[src/rtl/bpg_pkg.sv]
package bpg_pkg;
    localparam int CTR_W = 2;

    typedef enum logic [1:0] {
        ST_WIPE = 2'd0,
        ST_IDLE = 2'd1,
        ST_LOOK = 2'd2
    } bpg_state_e;

    typedef enum logic {
        MODE_FWD = 1'b0,
        MODE_INV = 1'b1
    } bpg_mode_e;
endpackage

[src/rtl/bpg_hash.sv]
module bpg_hash #(
    parameter int PC_W   = 32,
    parameter int IDX_W  = 10,
    parameter int HIST_W = 12
) (
    input  logic [PC_W-1:0]   pc_i,
    input  logic [HIST_W-1:0] hist_i,
    output logic [IDX_W-1:0]  idx_o
);
    localparam int W = (IDX_W > HIST_W + 2) ? IDX_W : HIST_W + 2;

    logic [W-1:0] pc_word;
    logic [W-1:0] hist_sh;

    always_comb begin
        pc_word = W'(pc_i >> 2);
        hist_sh = W'(hist_i) << 2;
        idx_o   = pc_word[IDX_W-1:0] ^ hist_sh[IDX_W-1:0];
    end
endmodule

[src/rtl/bpg_table.sv]
module bpg_table #(
    parameter int IDX_W = 10,
    parameter int DW    = 2
) (
    input  logic             clk,
    input  logic             rst_n,
    input  logic             rd_en,
    input  logic [IDX_W-1:0] rd_addr,
    output logic [DW-1:0]    rd_data,
    input  logic             wr_en,
    input  logic [IDX_W-1:0] wr_addr,
    input  logic [DW-1:0]    wr_data
);
    localparam int DEPTH = 1 << IDX_W;

    logic [DW-1:0] mem [DEPTH];
    logic [DW-1:0] rd_q;

    always_ff @(posedge clk) begin
        if (wr_en) begin
            mem[wr_addr] <= wr_data;
        end
        if (rd_en) begin
            rd_q <= mem[rd_addr];
        end
    end

    assign rd_data = rd_q;

    // the controller must never read an entry in the cycle it is rewritten
    assert_no_rw_collision_R8: assert property (@(posedge clk) disable iff (!rst_n)
        !(rd_en && wr_en && (rd_addr == wr_addr)));
endmodule

[src/rtl/bpg_resolve.sv]
module bpg_resolve
    import bpg_pkg::*;
(
    input  logic [CTR_W-1:0] ctr_i,
    input  bpg_mode_e        mode_i,
    input  logic             bit_i,
    output logic             outcome_o,
    output logic             rsp_o,
    output logic [CTR_W-1:0] ctr_o
);
    localparam logic [CTR_W-1:0] CTR_MAX = '1;

    logic pred;
    logic agree;

    always_comb begin
        pred  = ctr_i[CTR_W-1];
        agree = (pred == bit_i);
        unique case (mode_i)
            MODE_FWD: begin
                outcome_o = bit_i;
                rsp_o     = agree;
            end
            MODE_INV: begin
                outcome_o = agree;
                rsp_o     = agree;
            end
            default: begin
                outcome_o = bit_i;
                rsp_o     = agree;
            end
        endcase
        if (outcome_o) begin
            ctr_o = (ctr_i == CTR_MAX) ? ctr_i : CTR_W'(ctr_i + CTR_W'(1));
        end else begin
            ctr_o = (ctr_i == '0) ? ctr_i : CTR_W'(ctr_i - CTR_W'(1));
        end
    end
endmodule

[src/rtl/bp_gshare_dual.sv]
module bp_gshare_dual
    import bpg_pkg::*;
#(
    parameter int PC_W   = 32,
    parameter int IDX_W  = 10,
    parameter int HIST_W = 12
) (
    input  logic            clk,
    input  logic            rst_n,
    input  logic            clr_i,
    input  logic            req_valid_i,
    input  logic            req_mode_i,
    input  logic [PC_W-1:0] req_pc_i,
    input  logic            req_bit_i,
    output logic            req_ready_o,
    output logic            rsp_valid_o,
    output logic            rsp_bit_o
);
    localparam logic [IDX_W-1:0] WIPE_LAST = '1;

    bpg_state_e        st_q, st_d;
    logic [IDX_W-1:0]  wipe_q;
    logic [HIST_W-1:0] ghr_q;
    logic [HIST_W-1:0] ghr_fwd;
    logic [IDX_W-1:0]  s1_idx_q;
    bpg_mode_e         s1_mode_q;
    logic              s1_bit_q;
    logic              rsp_valid_q;
    logic              rsp_bit_q;

    logic [IDX_W-1:0]  new_idx;
    logic              hazard;
    logic              accept;
    logic              in_look;

    logic              tbl_we;
    logic [IDX_W-1:0]  tbl_waddr;
    logic [CTR_W-1:0]  tbl_wdata;
    logic [CTR_W-1:0]  tbl_rdata;

    logic              res_outcome;
    logic              res_rsp;
    logic [CTR_W-1:0]  res_ctr;

    bpg_resolve u_resolve (
        .ctr_i     (tbl_rdata),
        .mode_i    (s1_mode_q),
        .bit_i     (s1_bit_q),
        .outcome_o (res_outcome),
        .rsp_o     (res_rsp),
        .ctr_o     (res_ctr)
    );

    // history as seen by the next request: forward the outcome being resolved
    always_comb begin
        in_look = (st_q == ST_LOOK);
        ghr_fwd = in_look ? {ghr_q[HIST_W-2:0], res_outcome} : ghr_q;
    end

    bpg_hash #(.PC_W(PC_W), .IDX_W(IDX_W), .HIST_W(HIST_W)) u_hash (
        .pc_i   (req_pc_i),
        .hist_i (ghr_fwd),
        .idx_o  (new_idx)
    );

    always_comb begin
        hazard      = in_look && (new_idx == s1_idx_q);
        req_ready_o = (st_q != ST_WIPE) && !clr_i && !hazard;
        accept      = req_valid_i && req_ready_o;
        tbl_we      = (st_q == ST_WIPE) || (in_look && !clr_i);
        tbl_waddr   = (st_q == ST_WIPE) ? wipe_q : s1_idx_q;
        tbl_wdata   = (st_q == ST_WIPE) ? '0 : res_ctr;
    end

    bpg_table #(.IDX_W(IDX_W), .DW(CTR_W)) u_table (
        .clk     (clk),
        .rst_n   (rst_n),
        .rd_en   (accept),
        .rd_addr (new_idx),
        .rd_data (tbl_rdata),
        .wr_en   (tbl_we),
        .wr_addr (tbl_waddr),
        .wr_data (tbl_wdata)
    );

    // next-state logic
    always_comb begin
        st_d = st_q;
        if (clr_i) begin
            st_d = ST_WIPE;
        end else begin
            unique case (st_q)
                ST_WIPE: if (wipe_q == WIPE_LAST) st_d = ST_IDLE;
                ST_IDLE: if (accept) st_d = ST_LOOK;
                ST_LOOK: st_d = accept ? ST_LOOK : ST_IDLE;
                default: st_d = ST_WIPE;
            endcase
        end
    end

    // state register
    always_ff @(posedge clk or negedge rst_n) begin
        if (!rst_n) begin
            st_q <= ST_WIPE;
        end else begin
            st_q <= st_d;
        end
    end

    // datapath registers: wipe pointer, history, in-flight request
    always_ff @(posedge clk or negedge rst_n) begin
        if (!rst_n) begin
            wipe_q    <= '0;
            ghr_q     <= '0;
            s1_idx_q  <= '0;
            s1_mode_q <= MODE_FWD;
            s1_bit_q  <= 1'b0;
        end else begin
            if (clr_i) begin
                wipe_q <= '0;
            end else if (st_q == ST_WIPE) begin
                wipe_q <= wipe_q + IDX_W'(1);
            end
            if (clr_i || (st_q == ST_WIPE)) begin
                ghr_q <= '0;
            end else if (in_look) begin
                ghr_q <= ghr_fwd;
            end
            if (accept) begin
                s1_idx_q  <= new_idx;
                s1_mode_q <= bpg_mode_e'(req_mode_i);
                s1_bit_q  <= req_bit_i;
            end
        end
    end

    // outputs
    always_ff @(posedge clk or negedge rst_n) begin
        if (!rst_n) begin
            rsp_valid_q <= 1'b0;
            rsp_bit_q   <= 1'b0;
        end else begin
            rsp_valid_q <= in_look && !clr_i;
            rsp_bit_q   <= in_look ? res_rsp : 1'b0;
        end
    end

    assign rsp_valid_o = rsp_valid_q;
    assign rsp_bit_o   = rsp_bit_q;

    // a sampled clear shuts the request port in the next cycle
    assert_clr_blocks_R1: assert property (@(posedge clk) disable iff (!rst_n)
        clr_i |=> !req_ready_o);

    // the walk writes zeros every cycle it runs
    assert_wipe_zero_R1: assert property (@(posedge clk) disable iff (!rst_n)
        (st_q == ST_WIPE) |-> (tbl_we && (tbl_wdata == '0)));

    // a resolved counter moves by at most one step in the outcome's direction
    assert_ctr_step_R3: assert property (@(posedge clk) disable iff (!rst_n)
        (in_look && !clr_i) |->
            (res_outcome ? ((tbl_wdata == tbl_rdata) || (tbl_wdata == CTR_W'(tbl_rdata + CTR_W'(1))))
                         : ((tbl_wdata == tbl_rdata) || (tbl_wdata == CTR_W'(tbl_rdata - CTR_W'(1))))));

    // the history takes in the resolved outcome
    assert_hist_shift_R6: assert property (@(posedge clk) disable iff (!rst_n)
        (in_look && !clr_i) |=> (ghr_q[0] == $past(res_outcome)));

    // an accepted request answers two edges later
    assert_latency_R7: assert property (@(posedge clk) disable iff (!rst_n || clr_i)
        (req_valid_i && req_ready_o) |=> ##1 rsp_valid_o);

    // no response follows a cycle in which a clear was sampled
    assert_no_rsp_after_clr_R10: assert property (@(posedge clk) disable iff (!rst_n)
        rsp_valid_o |-> !$past(clr_i));
endmodule

[config.mk]
export PLATFORM = sky130hd
export DESIGN_NAME = bp_gshare_dual
export DESIGN_NICKNAME = d
export VERILOG_FILES = /design/src/rtl/bpg_pkg.sv /design/src/rtl/bpg_hash.sv /design/src/rtl/bpg_table.sv /design/src/rtl/bpg_resolve.sv /design/src/rtl/bp_gshare_dual.sv
export SDC_FILE = /design/constraint.sdc
export NUM_CORES = 2
export LEC_CHECK = 0
export ABC_AREA = 1
export BUFFER_PORTS_ARGS = -buffer_cell sky130_fd_sc_hd__buf_4
export CORE_ASPECT_RATIO = 1.25
export CORE_UTILIZATION = 41
export CTS_CLUSTER_DIAMETER = 50
export CTS_CLUSTER_SIZE = 28
export DETAILED_ROUTE_END_ITERATION = 10
export PLACE_DENSITY_LB_ADDON = 0.05
export RECOVER_POWER = 100
export SYNTH_ARGS = -nofsm -noshare
export SYNTH_HDL_FRONTEND = slang
export SYNTH_SLANG_ARGS = --single-unit
[constraint.sdc]
create_clock -name clk -period 77.5 [get_ports clk]
set_clock_uncertainty 0.1 [all_clocks]
set_input_delay 15.5 -clock clk [delete_from_list [all_inputs] [get_ports clk]]
set_output_delay 15.5 -clock clk [all_outputs]
set_load 0.05 [all_outputs]
==> reports/results.env <==
FINAL_SETUP_VIOLATION_COUNT=0
PERIOD_NEEDED_PS=39560
WL_MET1_UM=117000
YS_ASYNC_SR_FRACTION=0.0163
WL_PER_CELL_UM=25.9
GRT_PASS1_WL_UM=403000
SYNTHCELLS=8091
MAXIMUM_NUMBER_OF_PINS_ON_ONE_NET_BEFORE_GLOBAL_ROUTE_REPAIR=215
YOSYS_REGISTER_BITS=2084
REGAREA_SQ_MM=0.0624
SYNTH-EDFF-COUNT=2050
DESIGN.FINAL.NETS=7821
GRT.OVERFLOW.TOTAL=0
WORST-SETUP-PATH-TYPE='input port to primary output'
VDD.IR_DROP.WORST_V=0.0000178
HOLD_WORST_SLACK_PS=394
DESIGN_AREA_SQ_MM=0.0969
SYNTH_FLOP_CELL='sky130_fd_sc_hd__edfxtp_1'
RUN_STATUS='finished, violations left'
PLACEMENT.IO_BUFFERS=18
ROUTABILITY_CONGESTION_ESTIMATE=0.800
CTS.REPORTEDPATHS.CLKPINSLEW_PS=70
FINAL_LAYOUT_SIZE_SUFFIX_GT1_FRAC=0.0553
HIGHEST_LAYER='met5'
ROUTE.VIAS.TOTAL=60700
CRIT_PATH_MAX_INCR_DELAY_PS=4560
VIA_PER_INST=5.61
DPL-INSTANCE-AREA_SQ_MM=0.0914
MAXCLOCKFREQUENCY_GHz=0.0253
CTS.REPAIR_TIMING.SETUP_BUFFER_COUNT=0
CLOCK_TREE.BUFFER_DEPTH=4
CRITICAL_PATH_PEAK_FANOUT=132
CTS_MAX_LEVEL=4
FINAL_CELL_COUNT_NO_FILL=10800
UNIQUE_CELL_TYPE_COUNT_IN_THE_YOSYS_NETLIST=36
MIN_PERIOD_OVER_PERIOD=0.510
MAX_SLEW_MARGIN=-5.36
WORSTMARGINPINSLEW_PS=9530
RSZ0062_AT_GRT='false'
SETUP.WORST_PATH.START_CLASS='input port'
PLACEABLECOREAREA_SQ_MM=0.215
SETUP_TOTAL_NEGATIVE_SLACK_PS=0
SYN-CELL-AREA_SQ_MM=0.0888
TIMING.REG2REG.SETUP_SLACK_PS=62800
INITIAL_UTILIZATION=0.414
DIE_AREA_SQ_MM=0.218
CRIT_PATH_CELLS='clkbuf_1 > clkinvlp_2 > o21ai_0 > a211oi_1 > o21ai_0 > nor3_1 > nand3_1 > nand2_1 > inv_1 > clkbuf_1'
WL_MET3_UM=13500
CLOCK_LATENCY_PS=860
ANT_NETS=0
POWER.TOTAL_uW=2510
MET2ROUTEDLENGTH_UM=140000
FLOORPLAN.IO_PINS=41
TOTAL_POWER_DENSITY_PER_CELL_AREA_mW_PER_MM2=25.9
CP_DATA_REQUIRED_TIME_PS=61900
FILLER_CELL_COUNT=20300
CTS-BUFFERS-INSERTED=182
POST-SYNTH-TOP-AREA-FRACTION=0.693
SYN-MEAN-INSTANCE-AREA_SQ_UM=11.0
GROUTE.USAGE.OVERALL=0.253
FP.DIEW_UM=418
CTS.REPAIR.RESIZED=0
TIMING_HOLD_VIOLATIONS_FINAL=0
WIRELENGTH_UM=280000
DIE_Y_UM=522
WORST_PATH_DOMINANT_CELL_FAMILY='buffers and inverters'
FLOORPLAN.ROWS=190
VIOLATIONS='capacitance limit, slew limit'
MIN-DELAY-PATH-CLASS='register to register'
WORST-ENDPOINT-ARRIVAL_PS=23960
POST-ROUTE-DRC-COUNT=0
BUFFERING_STAGE_COUNT_ON_THE_WORST_PATH_WITH_INVERTERS_INCLUDED=4
SLOWEST_STAGE='sky130_fd_sc_hd__clkinvlp_2'
CTSROOTBUFFERMASTER='sky130_fd_sc_hd__clkbuf_16'
YOSYS_WARNING_COUNT=0
AREA_DELTA_SYNTH_FINAL_PCT=9.11
DRT_FIRST_ITER_VIOLATIONS=5312
HOLD_BUFS_INSERTED_AFTER_CTS=0
MULTI_INPUT_COMB_AREA_SQ_MM=0.0221
DETAILED_PLACEMENT_HPWL_UM=144000
TIMING.MAX_CAP.VIOLATIONS=69
TRITONCTS='built'
POWER.LEAKAGE_uW=0.0318
SYNTH_TOP_CELLS_BY_AREA='sky130_fd_sc_hd__edfxtp_1 69%, sky130_fd_sc_hd__nor2_1 8.8%, sky130_fd_sc_hd__o21ai_0 5.8%'
SYNTHESIZED_NETS=8130
DR.PASS1.ITERS=6
DP_CELLS=10500
WORST_SETUP_PATH_END_KIND='primary output'
TIMING.FINAL.MAX_SLEW_VIOLATIONS=3448
NUMCLOCKSINKS=2084
PART_OF_THE_YOSYS_AREA_USED_FOR_SEQUENTIAL_ELEMENTS=0.703
INITIAL_ANTENNA_VIOLATION_COUNT=16
VIAS_IN_THE_FIRST_GLOBAL_ROUTE=61000
SYNTH_TOP_CELL_BY_AREA='sky130_fd_sc_hd__edfxtp_1'
path summary, 6_finish.rpt:
path / end / startpoint / cells past startpoint
max in group asynchronous: wipe_q[1] / rst_n / 1
worst min-delay path: s1_idx_q[4] / s1_idx_q[4] / 2
worst max register to register: u_table.mem[974][0] / st_q[1] / 7
min in group asynchronous: ghr_q[5] / rst_n / 1
worst min register to register: s1_idx_q[4] / s1_idx_q[4] / 2
worst max-delay path: req_ready_o / req_pc_i[2] / 10
cell usage after synthesis (all sizes together) (9+ instances only):
cell / instances
nand2: 754
inv: 425
o21ai: 1039
buf: 213
o22ai: 480
o22a: 21
a21oi: 26
nand3: 457
nor3: 13
a32o: 9
o211ai: 28
nor2: 2086
edfxtp: 2050
clkbuf: 434
dfrtp: 34
routing by layer:
metal  global-route usage  vias to the layer above
met5                    0                        -
met4               0.0843                        2
met3               0.0267                      409
met2                0.448                     1599
met1                0.323                    31000
li1                     -                    27700
cell type report:
cell class,count,area share
antenna,3,0.0000775
clock buffer,197,0.0483
clock inverter,127,0.0141
inverter,426,0.0167
multi-input combinational,4934,0.229
sequential,2084,0.644
tap,2880,0.0372
timing repair buffer,154,0.0109
state kept, by name, summed over array words and instances (netlist names):
name and count:
u_table.mem 2048, s1_idx_q 10, rsp_bit_o 1, s1_bit_q 1, wipe_q 10, u_table.rd_data 2
rsp_valid_o 1, s1_mode_q 1, st_q 2, ghr_q 8
power by group:
part	total, uW	switching, uW	internal [uW]
Combinational	272	223	49.4
Sequential	1300	2.65	1290
Clock	938	459	479
metrics by stage:
| step | util | worst slack (ps) |
|---|---|---|
| after floorplan | - | 43730 |
| after global routing | 0.451 | 37080 |
| final | 0.451 | 37940 |
| after detailed placement | 0.426 | 44160 |
| after global placement | 0.426 | 44140 |
| after CTS | 0.454 | 44150 |
cell usage in the layout, fill, tap and decap left out, drive strengths merged, types with 3 or more instances in the layout:
cell         n
diode        3
nor3        13
o22ai      480
buf        104
o22a        21
xnor2        8
nand2      754
clkinvlp    11
nor2      2086
clkbuf     247
a32o         9
o21ai     1039
bufinv       6
clkinv      51
xor2         3
nand3      457
edfxtp    2050
o211ai      28
inv        485
dfrtp       34
a21oi       26
worst min-delay path: stages, from the launching register on:
cell and delay [ps]:
sky130_fd_sc_hd__dfrtp_1 350, sky130_fd_sc_hd__nand2_1 50, sky130_fd_sc_hd__o21ai_0 60
kinds of logic (layout without fill, tap and decap cells):
family                   count (synthesis)  in the layout  share of synthesized area
AO/OA/AOI/OAI                         1607           1607                     0.0997
AND/OR/NAND/NOR                       3315           3315                      0.147
other                                    0              3                          0
flip-flops                            2084           2084                      0.703
buffers and inverters                 1073            904                     0.0484
XOR/XNOR                                11             11                    0.00117
adder cells (fa/ha/maj)                  1              1                   0.000141
No activity file was read; power rests on OpenSTA's default activity.
